--- src/rtl/dtb_pkg.sv ---
package dtb_pkg;

  typedef enum logic [2:0] {
    ST_OFF     = 3'd0,
    ST_HS_WAIT = 3'd1,
    ST_HS_ON   = 3'd2,
    ST_LS_WAIT = 3'd3,
    ST_LS_ON   = 3'd4,
    ST_FAULT   = 3'd5
  } bridge_st_t;

  // High side is wanted when the input, after the polarity strap, is high.
  function automatic logic hs_request(input logic pwm, input logic inv);
    return pwm ^ inv;
  endfunction

  // Low side is wanted in the other half of the period, synchronous mode only.
  function automatic logic ls_request(input logic pwm, input logic inv,
                                      input logic sync_mode);
    return sync_mode & ~(pwm ^ inv);
  endfunction

endpackage

--- src/rtl/dtb_sync.sv ---
module dtb_sync #(
  parameter int W      = 1,
  parameter int STAGES = 2
) (
  input  logic         clk,
  input  logic         rst_n,
  input  logic [W-1:0] d_async,
  output logic [W-1:0] q_sync
);

  logic [W-1:0] stg [STAGES];

  always_ff @(posedge clk or negedge rst_n) begin
    if (!rst_n) stg[0] <= '0;
    else        stg[0] <= d_async;
  end

  for (genvar i = 1; i < STAGES; i++) begin : g_stage
    always_ff @(posedge clk or negedge rst_n) begin
      if (!rst_n) stg[i] <= '0;
      else        stg[i] <= stg[i-1];
    end
  end

  assign q_sync = stg[STAGES-1];

endmodule

--- src/rtl/dtb_core.sv ---
module dtb_core
  import dtb_pkg::*;
#(
  parameter int DLY_W = 8,
  parameter int TMO_W = 10
) (
  input  logic             clk,
  input  logic             rst_n,
  input  logic             pwm_s,
  input  logic             en_s,
  input  logic             sync_s,
  input  logic             inv_s,
  input  logic             lgfb_s,
  input  logic             nlow_s,
  input  logic             lock_s,
  input  logic [DLY_W-1:0] extra_dly,
  input  logic [TMO_W-1:0] tmo_limit,
  output logic             hs_cmd,
  output logic             ls_cmd,
  output logic             fault_o
);

  bridge_st_t       st, st_nx;
  logic [DLY_W-1:0] dcnt, dcnt_nx;
  logic [TMO_W-1:0] tcnt, tcnt_nx;

  // Named internal events
  logic hs_want, ls_want, tmo_hit, dly_done;
  assign hs_want  = hs_request(pwm_s, inv_s);
  assign ls_want  = ls_request(pwm_s, inv_s, sync_s);
  assign tmo_hit  = (tcnt == tmo_limit);
  assign dly_done = (dcnt >= extra_dly);

  always_comb begin
    st_nx   = st;
    dcnt_nx = dcnt;
    tcnt_nx = tcnt;
    if (!en_s) begin
      st_nx   = ST_OFF;
      dcnt_nx = '0;
      tcnt_nx = '0;
    end else if (st == ST_FAULT) begin
      st_nx = ST_FAULT;
    end else if (lock_s) begin
      st_nx   = ST_OFF;
      dcnt_nx = '0;
      tcnt_nx = '0;
    end else begin
      case (st)
        ST_OFF: begin
          dcnt_nx = '0;
          tcnt_nx = '0;
          if (hs_want)      st_nx = ST_HS_WAIT;
          else if (ls_want) st_nx = ST_LS_WAIT;
        end
        ST_HS_WAIT: begin
          if (!hs_want) begin
            st_nx = ST_OFF;
          end else if (lgfb_s) begin
            dcnt_nx = '0;
            if (tmo_hit) st_nx = ST_FAULT;
            else         tcnt_nx = tcnt + 1'b1;
          end else if (dly_done) begin
            st_nx = ST_HS_ON;
          end else begin
            dcnt_nx = dcnt + 1'b1;
          end
        end
        ST_HS_ON: if (!hs_want) st_nx = ST_OFF;
        ST_LS_WAIT: begin
          if (!ls_want) begin
            st_nx = ST_OFF;
          end else if (!nlow_s) begin
            if (tmo_hit) st_nx = ST_FAULT;
            else         tcnt_nx = tcnt + 1'b1;
          end else begin
            st_nx = ST_LS_ON;
          end
        end
        ST_LS_ON: if (!ls_want) st_nx = ST_OFF;
        default:  st_nx = ST_OFF;
      endcase
    end
  end

  always_ff @(posedge clk or negedge rst_n) begin
    if (!rst_n) begin
      st   <= ST_OFF;
      dcnt <= '0;
      tcnt <= '0;
    end else begin
      st   <= st_nx;
      dcnt <= dcnt_nx;
      tcnt <= tcnt_nx;
    end
  end

  assign hs_cmd  = (st == ST_HS_ON);
  assign ls_cmd  = (st == ST_LS_ON);
  assign fault_o = (st == ST_FAULT);

  // high side turns on only after the low-side gate read discharged
  a_r1_hs_after_lgate_low: assert property (@(posedge clk) disable iff (!rst_n)
    $rose(hs_cmd) |-> !$past(lgfb_s));
  // low side turns on only after the node read low, in synchronous mode
  a_r2_ls_after_node_low: assert property (@(posedge clk) disable iff (!rst_n)
    $rose(ls_cmd) |-> ($past(nlow_s) && $past(sync_s)));
  // enable low drives both commands low
  a_r4_enable_off: assert property (@(posedge clk) disable iff (!rst_n)
    !en_s |=> (!hs_cmd && !ls_cmd && !fault_o));
  // non-synchronous mode keeps the low side off
  a_r5_nonsync_ls_off: assert property (@(posedge clk) disable iff (!rst_n)
    !sync_s |=> !ls_cmd);
  // lockout forces both commands low
  a_r7_lockout_off: assert property (@(posedge clk) disable iff (!rst_n)
    lock_s |=> (!hs_cmd && !ls_cmd));
  // a latched fault holds while enable stays high
  a_r9_fault_sticky: assert property (@(posedge clk) disable iff (!rst_n)
    (fault_o && en_s) |=> fault_o);
  // while faulted, no gate command
  a_r9_fault_gates_low: assert property (@(posedge clk) disable iff (!rst_n)
    fault_o |-> (!hs_cmd && !ls_cmd));

endmodule

--- src/rtl/deadtime_bridge_ctrl.sv ---
module deadtime_bridge_ctrl #(
  parameter int DLY_W       = 8,
  parameter int TMO_W       = 10,
  parameter int SYNC_STAGES = 2
) (
  input  logic             clk,
  input  logic             rst_n,
  input  logic             pwm_in,
  input  logic             enable,
  input  logic             sync_en,
  input  logic             pol_invert,
  input  logic             low_gate_fb,
  input  logic             node_low,
  input  logic             lockout,
  input  logic [DLY_W-1:0] hs_extra_dly,
  input  logic [TMO_W-1:0] fb_timeout,
  output logic             hs_gate,
  output logic             ls_gate,
  output logic             fault
);

  localparam int NIN = 7;

  logic [NIN-1:0] raw_in, syn_in;

  assign raw_in = {pwm_in, enable, sync_en, pol_invert, low_gate_fb, node_low, lockout};

  dtb_sync #(.W(NIN), .STAGES(SYNC_STAGES)) u_sync (
    .clk    (clk),
    .rst_n  (rst_n),
    .d_async(raw_in),
    .q_sync (syn_in)
  );

  dtb_core #(.DLY_W(DLY_W), .TMO_W(TMO_W)) u_core (
    .clk      (clk),
    .rst_n    (rst_n),
    .pwm_s    (syn_in[6]),
    .en_s     (syn_in[5]),
    .sync_s   (syn_in[4]),
    .inv_s    (syn_in[3]),
    .lgfb_s   (syn_in[2]),
    .nlow_s   (syn_in[1]),
    .lock_s   (syn_in[0]),
    .extra_dly(hs_extra_dly),
    .tmo_limit(fb_timeout),
    .hs_cmd   (hs_gate),
    .ls_cmd   (ls_gate),
    .fault_o  (fault)
  );

endmodule

--- config.mk ---
export PLATFORM = sky130hd
export DESIGN_NAME = deadtime_bridge_ctrl
export DESIGN_NICKNAME = d
export VERILOG_FILES = /design/src/rtl/dtb_pkg.sv /design/src/rtl/dtb_sync.sv /design/src/rtl/dtb_core.sv /design/src/rtl/deadtime_bridge_ctrl.sv
export SDC_FILE = /design/constraint.sdc
export NUM_CORES = 1
export LEC_CHECK = 0
export BUFFER_PORTS_ARGS = -buffer_cell sky130_fd_sc_hd__buf_2
export CORE_MARGIN = 4
export CORE_UTILIZATION = 40
export DETAILED_ROUTE_END_ITERATION = 10
export GPL_TIMING_DRIVEN = 0
export SYNTH_ARGS = -nofsm -noshare
export SYNTH_HDL_FRONTEND = slang
export SYNTH_SLANG_ARGS = --single-unit
export TNS_END_PERCENT = 1
--- constraint.sdc ---
create_clock -name clk -period 6.2 [get_ports clk]
set_input_delay 0.93 -clock clk [delete_from_list [all_inputs] [get_ports clk]]
set_output_delay 0.93 -clock clk [all_outputs]
set_load 0.01 [all_outputs]
### Yosys cells after proc, flatten, opt, wreduce, memory -nomap -nowiden

Index checks and enable logic that the tools add are counted.

* add/subtract/negate cells: 2
* order comparisons: 1
* eq/ne operators: 18
* multiplexer cells: 30
* bitwise gates (word level): 3
* reduce and logical (&&, ||, !) cells: 4

Operators by type and width (number)
* $mux 10: 8
* $mux 8: 6
* $mux 3: 13
* $pmux 10 s3: 1
* $pmux 8 s2: 1
* $ne 5x5->1 const B: 3
* $pmux 3 s5: 1
* $add 10x1->10 const B: 1
* $eq 10x10->1: 1
* $add 8x1->8 const B: 1
* $ge 8x8->1: 1
* $ne 4x3->1 const B: 2
* $ne 4x4->1 const B: 2
* $reduce_and 4->1: 2
* $ne 7x7->1 const B: 1
* $eq 3x2->1 const B: 2
* $eq 3x3->1 const B: 2
* $ne 6x4->1 const B: 1
* $reduce_and 6->1: 1
* $ne 5x2->1 const B: 1
* $ne 4x2->1 const B: 1
* $eq 3x1->1 const B: 1
* $logic_not 3->1: 1
* $ne 2x2->1 const B: 1
* 3 further kinds: 3

* bits in registers: 35
* input port bits: 27
* output and inout bits: 3
* word-level logic and storage cells: 63

### Logic depth before layout (Yosys ltp)

* depth after elaboration: 9
* depth in mapped cells: 8
* depth with buffers taken out: 8

### Modules after synthesis

From an unflattened synthesis, not the netlist that was laid out.

* cell total of the unflattened synthesis: 250
* area total of the unflattened synthesis: 2306.0 um2

By module, submodules not included
* dtb_core: instances 1, cells an instance 229, area each 1903.1 um2, seq. area each 525.5 um2
* dtb_sync: instances 1, cells an instance 21, area each 402.9 um2, seq. area each 350.3 um2

### Worst setup path before layout

OpenSTA, ideal clock, no wires.

* kind: input port to flip-flop
* start: in hs_extra_dly[1]
* end: reg u_core.dcnt[7]
* library setup time: 0.124 ns
* arrival time: 2.702 ns
* required time: 6.076 ns
* setup slack: 3.374 ns
* cell stages on the path: 8
* path buffers: 0
* cell sequence: inv_1 ha_1 or4_4 a21oi_4 o31ai_2 or3_1 and3_1 a211o_1

* cells in the longest elaborated chain, start to end: 3

Ends and longest elaborated chain
* from (decl): RTL line deadtime_bridge_ctrl.sv:15 `input logic [DLY_W-1:0] hs_extra_dly,`
* $ge 8x8->1: RTL line dtb_core.sv:32 `assign dly_done = (dcnt >= extra_dly);`
* $ne 5x5->1 (no source line)
* $reduce_and 4->1 (no source line)
* to (signal assigned): RTL line dtb_core.sv:93 `dcnt <= dcnt_nx;`
* to (decl): RTL line dtb_core.sv:24 `logic [DLY_W-1:0] dcnt, dcnt_nx;`

Every way passes these cells.
A chain may end at the register's enable or synchronous reset.

### Worst setup path in the final report

Ends and elaborated chain as after synthesis.

==> impl_metrics.tcl <==
set metrics [dict create \
    synth_edf_count 0 \
    fin_crit_sh_pct 43.3 \
    leakagePower_nw 1.12 \
    core_area_mm2 0.00485 \
    worst_hold_path.endpoint "u_sync.q_sync[4]$_DFF_PN0_" \
    fp.dieArea_mm2 0.00635 \
    clock_skew_ns 0.0114 \
    crit_fanout 5 \
    min_from "u_sync.stg[11]$_DFF_PN0_" \
    critPathLaunchType "input port" \
    cp_slowest_stage_delay_ns 0.54 \
    r2r_slack_ns 3.78 \
    drt-total-wl_mm 4.03 \
    io_pins 30 \
    syn_to_final_growth_pct 16.0 \
    synthesis.area_mm2 0.00206 \
    combPwrFrac_pct 10.1 \
    max_freq_mhz 372 \
    drtPass1Iterations 4 \
    crit_start "hs_extra_dly[1]" \
    ant_nets 0 \
    holdWs_ns 0.337 \
    holdPathStages 0 \
    slew_viol_final 0 \
    num_antenna_cells 0 \
    num-fill-cells 463 \
    fp.dieH_um 79.7 \
    tritoncts "built" \
    cts_max_level 2 \
    die_w_um 79.7 \
    arrival_ns 2.86 \
    dp_worst_setup_slack_ns 3.21 \
    yosys.cell_types.count 52 \
    cts_buffers 5 \
    grt_usage_pct 13.8 \
    gp_congestion 0.746 \
    layout-drive-gt1-share_pct 19.4 \
    ctsHoldBuffers 0 \
    ir_drop_mv 0.133 \
    hp-class "reg -> reg" \
    viasPerCell 5.25 \
    reg2reg_from "u_core.dcnt[2]$_DFFE_PN0P_" \
    overflow 0 \
    critPathRequiredTime_ns 6.37 \
    drc 0 \
    status "completed" \
    dpl.cell_count 307 \
    syn_avg_cell_area_um2 9.75 \
    p_sw_mw 0.111 \
    post-cts-setup-buffers 0 \
    hpwl_mm 3.00 \
    yosys_warnings 0 \
    cts.clk_slew.worst_paths_ns 0.07 \
    ctsRootBufferMaster "clkbuf_8" \
    tightest_slew_ns 0.775 \
    synth_flop_cell "dfrtp_1" \
    start_util_pct 42.4 \
    multiInputGateArea_mm2 0.00112 \
    vias 1653 \
    grt_pass1_vias 1514 \
    grt_first_pass_wirelength_mm 6.84 \
    fin_nets 284 \
    postSynthCellCount 211 \
    cts.sinks 35 \
    use_met1_pct 18.4 \
    drtIter0Drc 74 \
    pwr-share-seq_pct 51.3 \
    yosys_register_bits 35 \
    maxCapViolations 0 \
    max-slew-margin-rel_pct 48.3 \
    synth_nets 248 \
    rsz0062_at_grt "false" \
    top_usage_layer "met2" \
    cts_resized 0 \
    io_buffers 29 \
    finalWorstSetupSlack_ns 3.51 \
    crit_path_end_kind "flop" \
    finalHoldViolCount 0 \
    p_clk_share_pct 38.6 \
    setup_violations 0 \
    regToRegEndpoint "u_core.dcnt[7]$_DFFE_PN0P_" \
    cp_slowest_cell "or4_4" \
    crit_path_cell_trace "buf_2 > inv_1 > ha_1 > or4_4 > a21oi_4 > o31ai_2 > or3_1 > and3_1 > a211o_1" \
    power.density_mw_per_mm2 195 \
    use_met2_pct 21.6 \
    clk_latency_ns 0.29 \
    critPathKind "in -> reg" \
    fin_crit_ns 2.69 \
    rr_worst_depth 7 \
    netSwitchingFraction_pct 23.8 \
    grt_max_degree 36 \
    antenna_found_initial 0 \
    rows 25 \
    fin_cells 315 \
    wl_per_cell_um 12.8 \
    grtUsageMet3_pct 3.39 \
    synth-seq-area-share_pct 42.6 \
    p_int_mw 0.355 \
    tns_ns 0 \
    async_reset_ff_share_pct 100 \
    seq_area_um2 876 \
    clk_path_buf_depth 2 \
]
==> power groups by stage <==
stage / Combinational (mW) / Clock, mW / Sequential (mW)
2_1_floorplan: 0.0287 / 0 / 0.242
3_3_place_gp: 0.0475 / 0 / 0.243
3_5_place_dp: 0.0476 / 0 / 0.243
4_1_cts: 0.0478 / 0.187 / 0.239
5_1_grt: 0.0541 / 0.196 / 0.240
6_report: 0.0470 / 0.180 / 0.239
==> cells in the final DEF (no fill, tap or decap), drive strengths merged, types with 8 or more instances in the layout <==
cell type	Yosys	final
dfrtp	35	35
buf	2	31
nand3	17	17
nand2	17	17
inv	12	12
ha	10	10
clkbuf	2	10
xor2	9	9
a21oi	9	9
o211ai	8	8
nor2	8	8
o21ai	8	8
==> cells by family (layout without fill, tap and decap cells) <==
logic type	Yosys count	after routing	share of synthesized area (%)
AO/OA/AOI/OAI	52	52	18.4
XOR/XNOR	12	12	5.11
adder cells (fa/ha/maj)	10	10	6.08
buffers and inverters	16	53	3.04
flip-flops	35	35	42.6
multiplexers	3	3	1.52
AND/OR/NAND/NOR	83	83	23.2
==> cells in the mapped netlist, types with 3 or more instances <==
| library cell | number | area, um^2 |
|---|---|---|
| xnor2_1 | 3 | 26.3 |
| a21oi_1 | 8 | 40.0 |
| o21ai_0 | 7 | 35.0 |
| nor2b_1 | 4 | 25.0 |
| o211ai_1 | 8 | 60.1 |
| o31ai_1 | 6 | 45.0 |
| dfrtp_1 | 35 | 876 |
| nand3_1 | 17 | 85.1 |
| nor3_1 | 5 | 25.0 |
| or3_1 | 4 | 25.0 |
| nand2_1 | 17 | 63.8 |
| ha_1 | 10 | 125 |
| inv_1 | 12 | 45.0 |
| nor4_1 | 3 | 18.8 |
| or4_1 | 3 | 22.5 |
| nor2_1 | 8 | 30.0 |
| nand4_1 | 3 | 18.8 |
| xor2_1 | 9 | 78.8 |
| nand2b_1 | 5 | 31.3 |
==> how the worst max path moves through the flow <==
stage / end / slack [ns] / cells after the start
2_1_floorplan: u_core.dcnt[7]$_DFFE_PN0P_ / 3.37 / 8
3_3_place_gp: u_core.dcnt[7]$_DFFE_PN0P_ / 3.21 / 9
3_5_place_dp: u_core.dcnt[7]$_DFFE_PN0P_ / 3.21 / 9
4_1_cts: u_core.dcnt[7]$_DFFE_PN0P_ / 3.51 / 9
5_1_grt: u_core.tcnt[1]$_DFFE_PN0P_ / 3.32 / 8
6_report: u_core.dcnt[7]$_DFFE_PN0P_ / 3.51 / 9
==> sequential cells by signal, summed over array words and instances (netlist names) <==
register / cells
u_sync.q_sync: 7
u_core.dcnt: 8
u_core.st: 3
u_sync.stg: 7
u_core.tcnt: 10
==> metrics by stage <==
step	util, %	area [um^2]	total power, mW
floorplan	-	2060	0.271
global placement	47.1	2290	0.291
detailed placement	47.1	2290	0.291
CTS	49.2	2390	0.473
global route	49.2	2390	0.490
finish	49.2	2390	0.466
==> area by class of cell <==
cell class	instances	area share, %
Multi-Input combinational cell	160	46.9
Tap cell	67	3.51
Clock buffer	8	4.20
Inverter	12	1.89
Timing Repair Buffer	29	6.08
Buffer	4	0.734
Sequential cell	35	36.7
==> worst max-delay path: cells and delay by family <==
kind	cells	cell delay [ns]
buf+inv	2	0.10
simple gates	3	1.13
fa+ha+maj	1	0.18
compound gates	3	0.51
==> layer usage <==
| metal | up-vias | wire (um) |
|---|---|---|
| met5 | - | 0 |
| met4 | 0 | 61 |
| met3 | 6 | 215 |
| met2 | 41 | 1750 |
| met1 | 750 | 2000 |
| li1 | 856 | - |
Note: power is estimated with default switching activity, not from simulation.
